$ cat config.mk
export PLATFORM = sky130hd
export DESIGN_NAME = prog_timer
export DESIGN_NICKNAME = d
export VERILOG_FILES = /design/src/rtl/timer_pkg.sv /design/src/rtl/tmr_tick_sel.sv /design/src/rtl/tmr_count_core.sv /design/src/rtl/tmr_irq_gen.sv /design/src/rtl/prog_timer.sv
export SDC_FILE = /design/constraint.sdc
export NUM_CORES = 1
export LEC_CHECK = 0
export CORE_ASPECT_RATIO = 0.5
export CORE_UTILIZATION = 50
export CTS_CLUSTER_DIAMETER = 120
export CTS_CLUSTER_SIZE = 14
export DETAILED_ROUTE_END_ITERATION = 6
export GPL_TIMING_DRIVEN = 0
export HOLD_SLACK_MARGIN = 0.05
export PLACE_DENSITY = 0.78
export SETUP_SLACK_MARGIN = 0.02
export SYNTH_ARGS = -nofsm -noshare
export SYNTH_HDL_FRONTEND = slang
export SYNTH_SLANG_ARGS = --single-unit
export TNS_END_PERCENT = 1
$ cat constraint.sdc
create_clock -name clk -period 4 [get_ports clk]
set_input_delay 1 -clock clk [delete_from_list [all_inputs] [get_ports clk]]
set_output_delay 1 -clock clk [all_outputs]
set_load 0.01 [all_outputs]
$ cat src/rtl/timer_pkg.sv
package timer_pkg;

    localparam int REG_W = 16;
    localparam int BUS_W = 32;

    localparam int FLAV_DOT  = 0;
    localparam int FLAV_LINE = 1;
    localparam int FLAV_DIV  = 2;

    localparam int B_HALT    = 0;
    localparam int B_RST_TGT = 3;
    localparam int B_IRQ_TGT = 4;
    localparam int B_IRQ_OVF = 5;
    localparam int B_IRQ_RPT = 6;
    localparam int B_ALT_SRC = 8;
    localparam int B_DIV_SRC = 9;

    typedef enum logic [1:0] {
        SEL_COUNT  = 2'd0,
        SEL_CTRL   = 2'd1,
        SEL_TARGET = 2'd2,
        SEL_NONE   = 2'd3
    } tmr_sel_e;

    typedef struct packed {
        logic tgt;
        logic ovf;
    } tmr_evt_t;

    typedef struct packed {
        logic [2:0] zero;
        logic       ovf_hit;
        logic       tgt_hit;
        logic       evt_any;
        logic [9:0] ctl;
    } tmr_ctrl_view_t;

    function automatic logic [7:0] irq_mask(input int flav);
        return 8'h10 << flav;
    endfunction

endpackage

$ cat src/rtl/tmr_tick_sel.sv
module tmr_tick_sel
    import timer_pkg::*;
#(
    parameter int FLAV = 0,
    parameter int DIV  = 8
) (
    input  logic       clk,
    input  logic       rst,
    input  logic       restart,
    input  logic       sys_ce,
    input  logic       dot_tick,
    input  logic       line_tick,
    input  logic [9:0] ctl,
    output logic       tick
);

    if (FLAV == FLAV_DOT) begin : g_dot
        logic unused_in;
        assign unused_in = ^{clk, rst, restart, line_tick, ctl};
        assign tick = ctl[B_ALT_SRC] ? dot_tick : sys_ce;
    end else if (FLAV == FLAV_LINE) begin : g_line
        logic unused_in;
        assign unused_in = ^{clk, rst, restart, dot_tick, ctl};
        assign tick = ctl[B_ALT_SRC] ? line_tick : sys_ce;
    end else begin : g_div
        localparam int PW = (DIV > 1) ? $clog2(DIV) : 1;
        localparam logic [PW-1:0] LAST = PW'(DIV - 1);
        logic [PW-1:0] pre;
        logic          div_tick;
        logic          unused_in;
        assign unused_in = ^{dot_tick, line_tick, ctl};

        always_ff @(posedge clk) begin
            if (rst || restart) begin
                pre <= '0;
            end else if (sys_ce) begin
                pre <= (pre == LAST) ? '0 : pre + 1'b1;
            end
        end

        assign div_tick = sys_ce && (pre == LAST);
        assign tick = ctl[B_HALT] ? 1'b0 : (ctl[B_DIV_SRC] ? div_tick : sys_ce);
    end

endmodule

$ cat src/rtl/tmr_count_core.sv
module tmr_count_core
    import timer_pkg::*;
#(
    parameter int W = 16
) (
    input  logic         clk,
    input  logic         rst,
    input  logic         tick,
    input  logic         restart,
    input  logic         load,
    input  logic [W-1:0] load_val,
    input  logic [W-1:0] tgt,
    input  logic         rst_on_tgt,
    output logic [W-1:0] cnt,
    output tmr_evt_t     evt
);

    logic [W-1:0] cnt_inc;

    assign cnt_inc = cnt + 1'b1;
    assign evt.tgt = tick && (cnt_inc == tgt);
    assign evt.ovf = tick && (cnt_inc == '1);

    always_ff @(posedge clk) begin
        if (rst || restart) begin
            cnt <= '0;
        end else if (load) begin
            cnt <= load_val;
        end else if (tick) begin
            cnt <= (evt.tgt && rst_on_tgt) ? '0 : cnt_inc;
        end
    end

endmodule

$ cat src/rtl/tmr_irq_gen.sv
module tmr_irq_gen
    import timer_pkg::*;
(
    input  logic     clk,
    input  logic     rst,
    input  logic     rearm,
    input  tmr_evt_t evt,
    input  logic     en_tgt,
    input  logic     en_ovf,
    input  logic     repeat_en,
    output logic     irq_pulse
);

    logic spent;
    logic fire;

    assign fire = ((evt.tgt && en_tgt) || (evt.ovf && en_ovf)) && (repeat_en || !spent);

    always_ff @(posedge clk) begin
        if (rst) begin
            spent     <= 1'b0;
            irq_pulse <= 1'b0;
        end else begin
            irq_pulse <= fire;
            if (rearm) begin
                spent <= 1'b0;
            end else if (fire) begin
                spent <= 1'b1;
            end
        end
    end

endmodule

$ cat src/rtl/prog_timer.sv
module prog_timer
    import timer_pkg::*;
#(
    parameter int FLAV = 0,
    parameter int W    = 16,
    parameter int DIV  = 8
) (
    input  logic             clk,
    input  logic             rst,
    input  logic             sys_ce,
    input  logic             dot_tick,
    input  logic             line_tick,
    input  logic             reg_wr,
    input  logic             reg_rd,
    input  logic [1:0]       reg_sel,
    input  logic [BUS_W-1:0] reg_wdata,
    output logic [REG_W-1:0] reg_rdata,
    output logic             irq_pulse,
    output logic [7:0]       irq_code
);

    localparam logic [7:0] IRQ_BIT = irq_mask(FLAV);

    tmr_sel_e       sel;
    logic           wr_count, wr_ctrl, wr_target, any_wr, rd_ctrl;
    logic [9:0]     ctl;
    logic           evt_any, tgt_hit, ovf_hit;
    logic [W-1:0]   target;
    logic [W-1:0]   cnt;
    logic           raw_tick, tick_g;
    tmr_evt_t       evt;
    tmr_ctrl_view_t ctrl_view;
    logic           unused_hi;

    assign unused_hi = ^reg_wdata[BUS_W-1:REG_W];

    assign sel       = tmr_sel_e'(reg_sel);
    assign wr_count  = reg_wr && (sel == SEL_COUNT);
    assign wr_ctrl   = reg_wr && (sel == SEL_CTRL);
    assign wr_target = reg_wr && (sel == SEL_TARGET);
    assign any_wr    = wr_count || wr_ctrl || wr_target;
    assign rd_ctrl   = reg_rd && (sel == SEL_CTRL);

    tmr_tick_sel #(.FLAV(FLAV), .DIV(DIV)) tick_i (
        .clk       (clk),
        .rst       (rst),
        .restart   (wr_ctrl),
        .sys_ce    (sys_ce),
        .dot_tick  (dot_tick),
        .line_tick (line_tick),
        .ctl       (ctl),
        .tick      (raw_tick)
    );

    assign tick_g = raw_tick && !any_wr;

    tmr_count_core #(.W(W)) core_i (
        .clk        (clk),
        .rst        (rst),
        .tick       (tick_g),
        .restart    (wr_ctrl),
        .load       (wr_count),
        .load_val   (reg_wdata[W-1:0]),
        .tgt        (target),
        .rst_on_tgt (ctl[B_RST_TGT]),
        .cnt        (cnt),
        .evt        (evt)
    );

    tmr_irq_gen irq_i (
        .clk       (clk),
        .rst       (rst),
        .rearm     (wr_ctrl),
        .evt       (evt),
        .en_tgt    (ctl[B_IRQ_TGT]),
        .en_ovf    (ctl[B_IRQ_OVF]),
        .repeat_en (ctl[B_IRQ_RPT]),
        .irq_pulse (irq_pulse)
    );

    always_ff @(posedge clk) begin
        if (rst) begin
            ctl     <= '0;
            target  <= '0;
            evt_any <= 1'b0;
            tgt_hit <= 1'b0;
            ovf_hit <= 1'b0;
        end else begin
            if (wr_target) begin
                target <= reg_wdata[W-1:0];
            end
            if (wr_ctrl) begin
                ctl     <= reg_wdata[9:0];
                evt_any <= 1'b0;
                tgt_hit <= 1'b0;
                ovf_hit <= 1'b0;
            end else begin
                evt_any <= evt_any || evt.tgt || evt.ovf;
                tgt_hit <= evt.tgt || (tgt_hit && !rd_ctrl);
                ovf_hit <= evt.ovf || (ovf_hit && !rd_ctrl);
            end
        end
    end

    always_comb begin
        ctrl_view.zero    = 3'b000;
        ctrl_view.ovf_hit = ovf_hit;
        ctrl_view.tgt_hit = tgt_hit;
        ctrl_view.evt_any = evt_any;
        ctrl_view.ctl     = ctl;
    end

    always_comb begin
        case (sel)
            SEL_COUNT:  reg_rdata = REG_W'(cnt);
            SEL_CTRL:   reg_rdata = ctrl_view;
            SEL_TARGET: reg_rdata = REG_W'(target);
            default:    reg_rdata = '0;
        endcase
    end

    assign irq_code = irq_pulse ? IRQ_BIT : 8'h00;

endmodule

== Yosys cells after proc, flatten, opt, wreduce, memory -nomap -nowiden ==
Index checks and enable logic that the tools add are counted.

* Bits in registers: 47
* Input bits: 41
* Output and inout bits: 25
* Logic and storage cells: 47

* Add/sub/neg operators: 1
* Equal/unequal tests: 4
* Multiplexer cells: 6
* Reductions and logical operators: 28

{| class="wikitable"
|+ Operator list
! operator !! count
|-
| two-way mux 16 bit || 3
|-
| case mux 16 bit (3 select lines) || 1
|-
| adder 16 x 1 -> 16 bit, second input constant || 1
|-
| equality test 16 bit || 1
|-
| equality test 16 bit, second input constant || 1
|-
| logical AND 1 bit || 13
|-
| logical OR 1 bit || 9
|-
| two-way mux 5 bit || 1
|-
| zero test 1 bit || 3
|-
| equality test 2 x 1 -> 1 bit, second input constant || 1
|-
| equality test 2 bit, second input constant || 1
|-
| zero test 2 bit || 1
|-
| nonzero test 2 bit || 1
|-
| OR reduction 2 bit || 1
|-
| two-way mux 1 bit || 1
|}

== Depth between registers and ports, before layout ==
* Word-level depth: 11
* Depth in mapped cells: 10
* Mapped depth without buffers: 9

== By module ==
From an unflattened synthesis, not the netlist that was laid out.

* Cell total of the unflattened synthesis: 387
* Area, all modules: 3,510.9 um2

{| class="wikitable"
|+ Modules (own cells, without submodules)
! module !! times used !! cells an instance !! area each (um2) !! seq. area each (um2)
|-
| tmr_count_core || 1 || 215 || 1,761.7 || 320.3
|-
| prog_timer || 1 || 164 || 1,654.1 || 580.6
|-
| tmr_irq_gen || 1 || 7 || 80.1 || 40.0
|-
| tmr_tick_sel || 1 || 1 || 15.0 || 0.0
|}

== Worst setup path after synthesis ==
Ideal clock, no wire load.

* Path type: input to output
* Start: input port reg_sel[0]
* End: output port reg_rdata[0]
* Arrival: 1.979 ns
* Required time: 3.000 ns
* Path slack: 1.021 ns
* Stages on the path: 4
* Buffers on the path: 2
* Cells stage by stage: buf_4 > buf_1 > mux2i_1 > o21ai_0

* Cells in the longest elaborated chain, start to end: 2
* Elaborated cells on any way between the ends: 4
* Those cells by class: 2 x eq/ne; 1 x mux; 1 x reduce/logical

{| class="wikitable"
|+ Ends and longest elaborated chain
! what !! RTL line !! text
|-
| start, declared || prog_timer.sv:15 || <nowiki>input logic [1:0] reg_sel,</nowiki>
|-
| equality test 2 bit (tied with other cells) || prog_timer.sv:114 || <nowiki>case (sel)</nowiki>
|-
| case mux 16 bit (3 select lines) (*) || prog_timer.sv:114 ||
|-
| end, declared || prog_timer.sv:17 || <nowiki>output logic [REG_W-1:0] reg_rdata,</nowiki>
|}

Every way passes the cells marked *; elsewhere a longest branch is shown, timed or not.

== Worst setup path after layout ==
* Start: input port reg_sel[1]
* End: output port reg_rdata[10]

The elaborated chain is that of the path after synthesis.

==> impl_metrics.csv <==
group,metric,value,unit
outcome,status,"finished clean",
route,avgRoutedWirePerCell,17.9,um
clocking,clk_latency,0.30,ns
route,vias,3459,
final_layout,multi_input_area,0.00215,mm2
synthesis,ys_seq_elements,47,
route,detail-route-antenna-nets,0,
setup_path,cpMostUsedCell,"clkdlybuf4s50_1",
floorplanning,dieHeight,59.7,um
sta,slew_violations,0,
clocking,htreeDepth,2,
setup_path,worstRegToRegCells,8,
sta,fin_crit_sh,96.5,%
floorplanning,die_width,117,um
floorplanning,num_rows,20,
synthesis,syn_area,0.00333,mm2
worst_hold_path,hp-class,"reg2reg",
grt,grt_pass1_vias,2949,
power_and_ir_drop,max-vdd-ir-drop,165,uV
setup_path,regToRegSetupSlack,0.63,ns
synthesis,yosysWarningCount,0,
clocking,path_clk_slew,0.07,ns
setup_path,cp_slowest_cell,"clkdlybuf4s50_1",
synthesis,synth_ff_type,"dfxtp_1",
sta,min_period,3.86,ns
sta,grt_setup_unrepaired,"no",
synthesis,syn_inst,441,
floorplanning,start_util,53.2,%
final_layout,fin_cells,584,
setup_path,end_kind,"output pin",
setup_path,crit_chain,"clkdlybuf4s50_1 > buf_4 > nor2b_4 > clkbuf_4 > nand2_1 > o21ai_0 > clkdlybuf4s50_1",
synthesis,synth_top_cell_area_share,28.2,%
grt,grt-ovfl-total,0,
synthesis,synth-edff-count,0,
synthesis,synth.avg_cell_area,7.55,um2
placed_design,gp_congestion,0.946,
worst_hold_path,hold_path_startpoint,"ctl[2]",
clocking,cts-root-buf,"clkbuf_16",
sta,setup_viol,0,
synthesis,synth_cell_type_count,60,
grt,grt_max_degree,17,
synthesis,synthArstFlopShare,0,%
route,routed_via_density,5.92,
setup_path,r2r-start,"core_i.cnt[1]",
route,drc,0,
run,drv_cap,0,
setup_path,worstPathArrival,2.86,ns
floorplanning,core_area,0.00626,mm2
power_and_ir_drop,power.density,286,mW/mm2
grt,antenna_found_initial,0,
setup_path,worst-setup-path-type,"in2out",
final_layout,seq_area,941,um2
synthesis,yosysSeqAreaShare,28.2,%
grt,grt_first_pass_wirelength,16000,um
synthesis,yosys-top-cells-area,"dfxtp_1, nand2_1, mux2i_1",
floorplanning,io-pin-count,66,
worst_hold_path,min_delay_path_depth,2,
clocking,cts_tree,"built",
synthesis,synth_top_area_cell,"dfxtp_1",
sta,relSlewSlack,24.3,%
placed_design,dp_cells,575,
placed_design,dpl.hpwl,7530,um
sta,fin_skew,0.00484,ns
sta,max_freq,259,MHz
route,drt_iter0_drc,487,
setup_path,cp_slowest_stage_delay,0.58,ns
final_layout,fill_cells,572,
clocking,cts_buffers,5,
floorplanning,die_area,0.00701,mm2
final_layout,drive_above_1_share,9.27,%
route,dr.pass1.iters,5,
clocking,postCtsHoldBufs,0,
sta,tns,0,ns
final_layout,finalNetCount,538,
setup_path,rr_endpoint,"irq_i.irq_pulse",
sta,worst_pin_slew,1.13,ns
worst_hold_path,holdPathEnd,"ctl[2]",
placed_design,port_buffers,40,
clocking,cts_sinks,47,
grt,grt_usage,30.8,%
setup_path,cp.required,3.00,ns
clocking,clockBufferDepth,2,
final_layout,final_util,64.6,%
final_layout,diodes,0,
setup_path,startpoint_type,"input pin",
final_layout,area_delta_synth_final,21.4,%
setup_path,critPathMaxFanout,10,
sta,hold_viol,0,
power_and_ir_drop,power_leakage,0.00151,uW
route,drt-total-wl,10400,um
-- cell families after synthesis --
kind of cell,share of synthesized area [%]
and+or+nand+nor,30.5
AOI/OAI and AO/OA,19.4
buffers and inverters,8.23
DFF,28.2
xor gates and xnor gates,7.66
muxes,5.11
adders and majority gates,0.751
other,0.113
-- repair_timing --
item,4_1_cts,5_1_grt
resized for setup,5,5
setup buffers,1,0
setup endpoints to repair,13,19
-- power by group --
part / internal (uW) / switching [uW] / leakage (uW) / total, uW
registers: 483 / 14.8 / 0.000382 / 498
logic: 92.1 / 126 / 0.00106 / 218
clock network: 235 / 203 / 0.0000742 / 438
-- layout make-up --
cell class | count | share of cell area (%)
well taps | 88 | 2.72
multi-input cells | 348 | 53.2
clock buffers | 5 | 3.10
clock inverters | 3 | 0.557
plain buffers | 46 | 6.41
inverters | 6 | 0.557
repair buffers | 41 | 10.2
flip-flops and latches | 47 | 23.3
-- per-layer routing --
metal	GRT usage, %	vias to the layer above	part of all wire [%]
met5	0	-	0
met4	8.91	0	1.4
met3	6.68	13	12
met2	45.2	191	40
met1	45.0	1588	46
li1	-	1667	-
-- cells in the final DEF (no fill, tap or decap), types with 4 or more instances in the layout --
cell,synthesis,routed
nand2_1,80,80
nor2b_1,6,5
mux2i_1,17,17
nor2_1,16,16
buf_4,13,15
xnor2_1,17,17
o21ai_1,11,11
inv_1,6,6
and2_1,4,4
xor2_1,7,7
a21oi_1,33,33
nand4_1,7,7
clkbuf_1,21,20
nand2b_1,6,6
conb_1,1,7
o21ai_0,16,16
nand3_1,13,13
a31oi_1,5,5
nor3_1,17,17
clkbuf_16,0,5
a22oi_1,15,15
dfxtp_1,47,47
and3_1,10,10
clkdlybuf4s50_1,0,39
nor3b_1,5,5
buf_2,6,6
nor4_1,5,5
o22ai_1,4,4
-- flip-flops by register name, indices dropped and copies added, names as in the netlist --
name             flops
core_i.cnt          16
ctl                 10
evt_any              1
irq_i.irq_pulse      1
irq_i.spent          1
ovf_hit              1
target              16
tgt_hit              1
-- cells in the mapped netlist (4+ instances only) --
library cell and n:
nor3_1 17, nor2_1 16, and3_1 10, nor4_1 5
xnor2_1 17, dfxtp_1 47, buf_2 6, nand4_1 7
a31oi_1 5, nor2b_1 6, nand3_1 13, nand2b_1 6
and2_1 4, xor2_1 7, clkbuf_1 21, o21ai_0 16
a22oi_1 15, nor3b_1 5, o22ai_1 4, o21ai_1 11
nand2_1 80, buf_4 13, inv_1 6, a21oi_1 33
mux2i_1 17
-- critical path: cells and delay by family --
kind | cells | cell delay [ns]
simple gates | 2 | 0.25
compound gates | 1 | 0.10
buf+inv | 4 | 1.50
-- worst max path at each step --
stage | start | end | slack, ns | cells after the start
CTS | reg_sel[0] | reg_rdata[8] | 0.05 | 6
global placement | reg_sel[1] | reg_rdata[5] | -0.46 | 7
finish | reg_sel[1] | reg_rdata[10] | 0.14 | 7
floorplan | reg_sel[0] | reg_rdata[0] | 1.02 | 4
detailed placement | reg_sel[1] | reg_rdata[10] | -0.43 | 7
global route | reg_sel[0] | reg_rdata[1] | 0.03 | 6
-- metrics by stage --
step,total power [uW],hold slack [ns],setup WS (ns),area [um2]
floorplan,637,0.432,1.02,3350
global placement,715,0.446,-0.459,3860
detailed placement,716,0.448,-0.433,3860
CTS,1150,0.460,0.0469,4030
global route,1200,0.482,0.0315,4040
finish,1150,0.463,0.140,4040
Power figures use the tool's default switching activity.
